===== config.mk =====
export PLATFORM = sky130hd
export DESIGN_NAME = l2pwr_upseq
export DESIGN_NICKNAME = d
export VERILOG_FILES = /design/src/rtl/l2pwr_pkg.sv /design/src/rtl/l2pwr_timer.sv /design/src/rtl/l2pwr_fsm.sv /design/src/rtl/l2pwr_drive.sv /design/src/rtl/l2pwr_upseq.sv
export SDC_FILE = /design/constraint.sdc
export NUM_CORES = 1
export LEC_CHECK = 0
export BUFFER_PORTS_ARGS = -buffer_cell sky130_fd_sc_hd__buf_4
export CORE_MARGIN = 1.5
export CORE_UTILIZATION = 35
export DETAILED_ROUTE_END_ITERATION = 8
export PLACE_DENSITY = 0.57
export SYNTH_ARGS = -nofsm -noshare
export SYNTH_HDL_FRONTEND = slang
export SYNTH_SLANG_ARGS = --single-unit
export TNS_END_PERCENT = 30

===== constraint.sdc =====
create_clock -name clk -period 1.7 [get_ports clk]
set_input_delay 0.34 -clock clk [delete_from_list [all_inputs] [get_ports clk]]
set_output_delay 0.34 -clock clk [all_outputs]
set_load 0.005 [all_outputs]

===== src/rtl/l2pwr_pkg.sv =====
package l2pwr_pkg;

  // Control-word bit positions (consumed by the power domain)
  localparam int B_ARR_HS    = 0;
  localparam int B_SCU_HS    = 1;
  localparam int B_RST_DIS   = 2;
  localparam int B_HS_CLAMP  = 8;
  localparam int B_HS_EN     = 9;
  localparam int B_HS_RST    = 10;
  localparam int B_SLEEP     = 11;
  localparam int B_SYS_RST   = 12;
  localparam int B_RET       = 13;
  localparam int B_SCU_CLAMP = 14;
  localparam int B_ARR_CLAMP = 15;
  localparam int B_CNT_LSB   = 16;
  localparam int CNT_W       = 12;
  localparam int B_SUPPLY    = 28;

  typedef enum logic [2:0] {
    ST_IDLE,
    ST_WAIT_A,
    ST_ARR_ON,
    ST_WAIT_B,
    ST_WAIT_C,
    ST_WAIT_D
  } seq_state_t;

  typedef enum logic [2:0] {
    ACT_NONE,
    ACT_INIT,
    ACT_UNCLAMP,
    ACT_ARR_ON,
    ACT_CLK,
    ACT_RST,
    ACT_FINAL,
    ACT_SKIP
  } seq_act_t;

endpackage


===== src/rtl/l2pwr_timer.sv =====
module l2pwr_timer #(
  parameter int TW = 12
) (
  input  logic          clk,
  input  logic          rst,
  input  logic          load,
  input  logic [TW-1:0] value,
  output logic          zero
);

  logic [TW-1:0] cnt;

  always_ff @(posedge clk) begin
    if (rst) begin
      cnt <= '0;
    end else if (load) begin
      cnt <= value;
    end else if (cnt != '0) begin
      cnt <= cnt - TW'(1);
    end
  end

  assign zero = (cnt == '0);

  // an unloaded nonzero count moves down by exactly one per cycle
  a_r4_timer_steps: assert property (@(posedge clk) disable iff (rst)
    (!load && cnt != '0) |=> (cnt == $past(cnt) - TW'(1)));

endmodule


===== src/rtl/l2pwr_fsm.sv =====
module l2pwr_fsm
  import l2pwr_pkg::*;
#(
  parameter int SHORT_CYC = 100,
  parameter int LONG_CYC  = 2700,
  parameter int TW        = 12
) (
  input  logic          clk,
  input  logic          rst,
  input  logic          start,
  input  logic          hs_status,
  input  logic          tmr_zero,
  output seq_act_t      act,
  output logic          tmr_load,
  output logic [TW-1:0] tmr_value
);

  localparam logic [TW-1:0] SHORT_M1 = TW'(SHORT_CYC - 1);
  localparam logic [TW-1:0] LONG_M1  = TW'(LONG_CYC - 1);

  seq_state_t state, nxt;

  always_comb begin
    nxt       = state;
    act       = ACT_NONE;
    tmr_load  = 1'b0;
    tmr_value = '0;
    unique case (state)
      ST_IDLE: begin
        if (start) begin
          if (hs_status) begin
            act = ACT_SKIP;
          end else begin
            act       = ACT_INIT;
            nxt       = ST_WAIT_A;
            tmr_load  = 1'b1;
            tmr_value = SHORT_M1;
          end
        end
      end
      ST_WAIT_A: begin
        if (tmr_zero) begin
          act = ACT_UNCLAMP;
          nxt = ST_ARR_ON;
        end
      end
      ST_ARR_ON: begin
        act       = ACT_ARR_ON;
        nxt       = ST_WAIT_B;
        tmr_load  = 1'b1;
        tmr_value = SHORT_M1;
      end
      ST_WAIT_B: begin
        if (tmr_zero) begin
          act       = ACT_CLK;
          nxt       = ST_WAIT_C;
          tmr_load  = 1'b1;
          tmr_value = SHORT_M1;
        end
      end
      ST_WAIT_C: begin
        if (tmr_zero) begin
          act       = ACT_RST;
          nxt       = ST_WAIT_D;
          tmr_load  = 1'b1;
          tmr_value = LONG_M1;
        end
      end
      ST_WAIT_D: begin
        if (tmr_zero) begin
          act = ACT_FINAL;
          nxt = ST_IDLE;
        end
      end
      default: nxt = ST_IDLE;
    endcase
  end

  always_ff @(posedge clk) begin
    if (rst) state <= ST_IDLE;
    else     state <= nxt;
  end

  // the long wait is not cut short while the timer is still running
  a_r8_wait_holds: assert property (@(posedge clk) disable iff (rst)
    (state == ST_WAIT_D && !tmr_zero) |=> (state == ST_WAIT_D));

endmodule


===== src/rtl/l2pwr_drive.sv =====
module l2pwr_drive
  import l2pwr_pkg::*;
#(
  parameter int HS_CNT = 16
) (
  input  logic        clk,
  input  logic        rst,
  input  seq_act_t    act,
  output logic [31:0] ctrl_word,
  output logic        dbg_override,
  output logic        clk_branch_en,
  output logic        clk_branch_hw,
  output logic        busy,
  output logic        done
);

  localparam logic [31:0] CNT_FIELD = (32'(HS_CNT) & ((32'(1) << CNT_W) - 32'(1))) << B_CNT_LSB;
  localparam logic [31:0] INIT_WORD = (32'(1) << B_HS_CLAMP) | (32'(1) << B_HS_EN)
                                    | (32'(1) << B_HS_RST)   | (32'(1) << B_SYS_RST)
                                    | (32'(1) << B_SCU_CLAMP) | (32'(1) << B_ARR_CLAMP)
                                    | CNT_FIELD;
  localparam logic [31:0] M_CLAMPS  = (32'(1) << B_SCU_CLAMP) | (32'(1) << B_ARR_CLAMP);
  localparam logic [31:0] M_ARRAYS  = (32'(1) << B_ARR_HS) | (32'(1) << B_SCU_HS);
  localparam logic [31:0] M_RESETS  = (32'(1) << B_HS_RST) | (32'(1) << B_SYS_RST);

  always_ff @(posedge clk) begin
    if (rst) begin
      ctrl_word     <= '0;
      dbg_override  <= 1'b0;
      clk_branch_en <= 1'b0;
      clk_branch_hw <= 1'b0;
      busy          <= 1'b0;
      done          <= 1'b0;
    end else begin
      done <= 1'b0;
      unique case (act)
        ACT_INIT: begin
          ctrl_word     <= INIT_WORD;
          dbg_override  <= 1'b1;
          clk_branch_en <= 1'b0;
          clk_branch_hw <= 1'b0;
          busy          <= 1'b1;
        end
        ACT_UNCLAMP: ctrl_word <= ctrl_word & ~M_CLAMPS;
        ACT_ARR_ON:  ctrl_word <= ctrl_word | M_ARRAYS;
        ACT_CLK: begin
          clk_branch_en <= 1'b1;
          ctrl_word     <= ctrl_word & ~(32'(1) << B_HS_CLAMP);
        end
        ACT_RST: begin
          dbg_override <= 1'b0;
          ctrl_word    <= ctrl_word & ~M_RESETS;
        end
        ACT_FINAL: begin
          ctrl_word     <= ctrl_word | (32'(1) << B_SUPPLY);
          clk_branch_hw <= 1'b1;
          busy          <= 1'b0;
          done          <= 1'b1;
        end
        ACT_SKIP: done <= 1'b1;
        default: ;
      endcase
    end
  end

  // the skip path leaves the control outputs untouched
  a_r2_skip_holds: assert property (@(posedge clk) disable iff (rst)
    (act == ACT_SKIP) |=> ($stable(ctrl_word) && $stable(dbg_override)
                           && $stable(clk_branch_en) && $stable(clk_branch_hw)));
  // the headswitch clamp is only open once the clock branch runs
  a_r5_clamp_after_clk: assert property (@(posedge clk) disable iff (rst)
    (busy && !ctrl_word[B_HS_CLAMP]) |-> clk_branch_en);
  // dropping the override goes with released resets
  a_r6_resets_with_ovr: assert property (@(posedge clk) disable iff (rst)
    (busy && !dbg_override) |-> (!ctrl_word[B_HS_RST] && !ctrl_word[B_SYS_RST]));
  // end of busy is marked by done and hardware clock control
  a_r7_end_marked: assert property (@(posedge clk) disable iff (rst)
    $fell(busy) |-> (done && clk_branch_hw && ctrl_word[B_SUPPLY]));
  // done is never reported while busy
  a_r10_done_idle: assert property (@(posedge clk) disable iff (rst)
    done |-> !busy);

endmodule


===== src/rtl/l2pwr_upseq.sv =====
module l2pwr_upseq #(
  parameter int CLK_MHZ  = 50,
  parameter int SHORT_US = 2,
  parameter int LONG_US  = 54,
  parameter int HS_CNT   = 16
) (
  input  logic        clk,
  input  logic        rst,
  input  logic        start,
  input  logic        hs_status,
  output logic [31:0] ctrl_word,
  output logic        dbg_override,
  output logic        clk_branch_en,
  output logic        clk_branch_hw,
  output logic        busy,
  output logic        done
);
  import l2pwr_pkg::*;

  localparam int SHORT_CYC = SHORT_US * CLK_MHZ;
  localparam int LONG_CYC  = LONG_US * CLK_MHZ;
  localparam int MAX_CYC   = (LONG_CYC > SHORT_CYC) ? LONG_CYC : SHORT_CYC;
  localparam int TW        = $clog2(MAX_CYC + 1) + 1;

  seq_act_t      act;
  logic          tmr_load;
  logic [TW-1:0] tmr_value;
  logic          tmr_zero;

  l2pwr_fsm #(
    .SHORT_CYC(SHORT_CYC),
    .LONG_CYC (LONG_CYC),
    .TW       (TW)
  ) fsm_i (
    .clk      (clk),
    .rst      (rst),
    .start    (start),
    .hs_status(hs_status),
    .tmr_zero (tmr_zero),
    .act      (act),
    .tmr_load (tmr_load),
    .tmr_value(tmr_value)
  );

  l2pwr_timer #(.TW(TW)) timer_i (
    .clk  (clk),
    .rst  (rst),
    .load (tmr_load),
    .value(tmr_value),
    .zero (tmr_zero)
  );

  l2pwr_drive #(.HS_CNT(HS_CNT)) drive_i (
    .clk          (clk),
    .rst          (rst),
    .act          (act),
    .ctrl_word    (ctrl_word),
    .dbg_override (dbg_override),
    .clk_branch_en(clk_branch_en),
    .clk_branch_hw(clk_branch_hw),
    .busy         (busy),
    .done         (done)
  );

  // status changes alone never start a run
  a_r9_status_ignored: assert property (@(posedge clk) disable iff (rst)
    (!start && !busy) |=> !busy);

endmodule


==> impl_metrics.tcl <==
set metrics [dict create \
    path_class "register to register" \
    worstPathRequired_ns 1.92 \
    grt_max_degree 28 \
    drc_errors 0 \
    cts_tree "done" \
    async_reset_ff_frac 0 \
    outcome "finished, final reports clean" \
    synth.avg_cell_area_um2 8.48 \
    p_leak_uw 0.000791 \
    min_delay_path_depth 3 \
    antennaDiodeCount 0 \
    yosys_most_used_dff "dfxtp_1" \
    clkSinkCount 27 \
    port_buffers 18 \
    die-height_um 71.2 \
    layout-drive-gt1-share 0.349 \
    dpl.hpwl_um 2470 \
    fp.coreArea_um2 4410 \
    regToRegEndpoint "timer_i.cnt[0]" \
    grt_pass1_vias 1158 \
    seqPwrFrac 0.307 \
    cap_violations 0 \
    clock_power_share 0.114 \
    ios 41 \
    drt_wl_total_um 3490 \
    arrival_ns 1.85 \
    ys_ff_latch 27 \
    start_kind "register" \
    netlist_area_um2 1630 \
    grt_use_total 0.133 \
    finalCritPeriodShare 0.961 \
    yosys.area_share.adder 0.00768 \
    swShare 0.398 \
    finish.utilization 0.443 \
    cp_num_cells 6 \
    power_uw 3250 \
    cts_made_buffers 3 \
    hp-start "hs_status" \
    synthMuxAreaShare 0.0323 \
    rrSetupSlack_ns 0.07 \
    vias 1339 \
    whs_ns 0.330 \
    gp_congestion 0.805 \
    overflow 0 \
    final.setup.tns_ns 0 \
    p_int_uw 1960 \
    placed_cells 265 \
    nFillCells 451 \
    yosys-top-cells-area "dfxtp_1, buf_4, a21oi_1" \
    fin_nets 224 \
    area_delta_synth_final_pct 20.0 \
    synth_top_area_frac 0.332 \
    synth_top_family_by_area "simple AND/OR/NAND/NOR gates" \
    vias_per_cell 4.96 \
    antenna_found_initial 0 \
    post_drt_wl_per_cell_um 12.9 \
    ctsHoldBuffers 0 \
    ys_warn_count 0 \
    die-area_um2 5070 \
    power_density_nw_per_um2 1660 \
    stdcell_count 270 \
    syn_inst 192 \
    min_period_ns 1.63 \
    ir_worst_vdd_mv 0.676 \
    grt_pass1_wl_um 5510 \
    skew_ns 0.00474 \
    hold_class "input pin to register" \
    r2r_cells 6 \
    cp_top_family "simple AND/OR/NAND/NOR gates" \
    drt-initial-drc-count 96 \
    synth_cell_types 54 \
    clockBufferDepth 2 \
    htreeDepth 1 \
    switchingPower_uw 1290 \
    path_clk_slew_ns 0.09 \
    combPwrFrac 0.579 \
    num_rows 24 \
    crit_chain "inv_2 > ha_4 > nor3b_4 > and4_4 > mux2_4 > a21oi_2" \
    die_w_um 71.2 \
    first_pass_iters 4 \
    path_max_fanout 5 \
    clkLatencyLatePin_ns 0.28 \
    drv_slew 0 \
    synth_xor_area_frac 0.0108 \
    initial_core_util 0.369 \
    reg2reg_from "timer_i.cnt[1]" \
    synth_area_leader_cell "dfxtp_1" \
    slowest_delay_ns 0.35 \
    synth_compound_area_frac 0.168 \
    hold-path-endpoint "drive_i.done" \
    ys_seq_area_frac 0.332 \
    fmax_mhz 612 \
    setup_violations 0 \
    crit_buf_inv 1 \
    synth_edf_count 0 \
    slowest_stage "dfxtp_2" \
    clock-root-buffer "clkbuf_8" \
    antenna_left 0 \
    hold_violations 0 \
    synth_simple_gate_area_frac 0.279 \
    cp-end-kind "register" \
]
[synth_stat cells (2+ instances only)]
cell / number
dfxtp_1: 27
buf_4: 26
nor2_1: 17
a21oi_1: 15
nand2_1: 8
clkbuf_1: 7
o21ai_0: 7
inv_1: 6
nor3_1: 5
nor2b_1: 4
a211oi_1: 3
buf_2: 3
mux2i_1: 3
nand2b_1: 3
nand3_1: 3
nand4_1: 3
nand4b_1: 3
nor4_1: 3
nor4b_1: 3
or3_1: 3
and2_1: 2
mux2_2: 2
nor3b_1: 2
o211ai_1: 2
o31ai_1: 2
xnor2_1: 2
[registers in the layout, summed over array words and instances, names as in the netlist]
name                   count
fsm_i.state                3
drive_i.dbg_override       1
drive_i.ctrl_word          6
drive_i.clk_branch_hw      1
drive_i.done               1
drive_i.busy               1
drive_i.clk_branch_en      1
timer_i.cnt               13
[layout by cell type, fill, tap and decap left out, types with 2 or more instances in the layout]
master     n
o21ai_1    2
mux2_4     2
nor2_1    16
nand3_1    2
dfxtp_1   22
a211oi_1   2
nand2b_1   3
nor3_1     5
nand4_1    3
nor2b_1    4
o21ai_0    6
inv_2      2
xnor2_1    2
nor4b_1    3
nand4b_1   3
nor4_1     3
o31ai_1    2
clkbuf_8   3
a21oi_1   10
inv_1      4
buf_6      2
or4_4      2
a21oi_2    5
o211ai_1   2
conb_1    22
buf_4     37
nor3b_1    2
dfxtp_2    5
mux2i_1    3
nand2_1    8
or3_1      3
[worst register-to-register path, stage by stage (launching register included)]
cell and delay (ns):
dfxtp_2 0.35, inv_2 0.06, ha_4 0.13, nor3b_4 0.29, and4_4 0.33, mux2_4 0.32
a21oi_2 0.11
[worst max path at each step]
stage | startpoint | to | slack (ns)
3_3_place_gp | timer_i.cnt[4] | timer_i.cnt[1] | 0.02
5_1_grt | timer_i.cnt[1] | timer_i.cnt[1] | -0.03
6_report | timer_i.cnt[1] | timer_i.cnt[0] | 0.07
4_1_cts | timer_i.cnt[1] | fsm_i.state[0] | 0.03
2_1_floorplan | timer_i.cnt[0] | timer_i.cnt[1] | 0.007
3_5_place_dp | timer_i.cnt[4] | timer_i.cnt[0] | -0.01
[what timing repair did]
item | 4_1_cts | 5_1_grt
buffers inserted | 0 | 1
pin swaps | 0 | 11
gates resized for setup | 3 | 27
endpoints found under the setup margin | 4 | 23
[metal layers]
layer	part of all wire	up-vias	wire (um)	global-route usage
met3	0.021	4	74	0.0211
met2	0.47	19	1630	0.193
met5	0	-	0	0
met4	0.0080	0	28	0.0440
li1	-	695	-	-
met1	0.50	621	1760	0.201
[stage by stage]
stage	cell area, um^2	setup WS [ns]
5_1_grt	1950	-0.0256
6_report	1950	0.0662
3_5_place_dp	1810	-0.00968
2_1_floorplan	1710	0.00665
3_3_place_gp	1810	0.0170
4_1_cts	1860	0.0273
[kinds of logic after synthesis]
logic type,after synthesis
multiplexers,5
AND/OR/NAND/NOR,71
XOR/XNOR,2
other,1
flip-flops,27
adder cells (fa/ha/maj),1
AO/OA/AOI/OAI,41
buffers and inverters,44
[power by group through the flow]
stage	clock network, uW	registers, uW	logic, uW
detailed placement	0	985	1600
finish	370	999	1880
CTS	390	973	1640
floorplan	0	946	1150
global placement	0	985	1610
global route	410	1030	2070
[cell type report]
cell class | count | area (um^2) | area share
sequential | 27 | 547 | 0.280
clock inverter | 1 | 5.00 | 0.00256
clock buffer | 3 | 41.3 | 0.0211
inverter | 6 | 22.5 | 0.0115
timing repair buffer | 39 | 300 | 0.154
tap | 52 | 65.1 | 0.0333
multi-input combinational | 142 | 973 | 0.498
No activity file was read; power rests on OpenSTA's default activity.
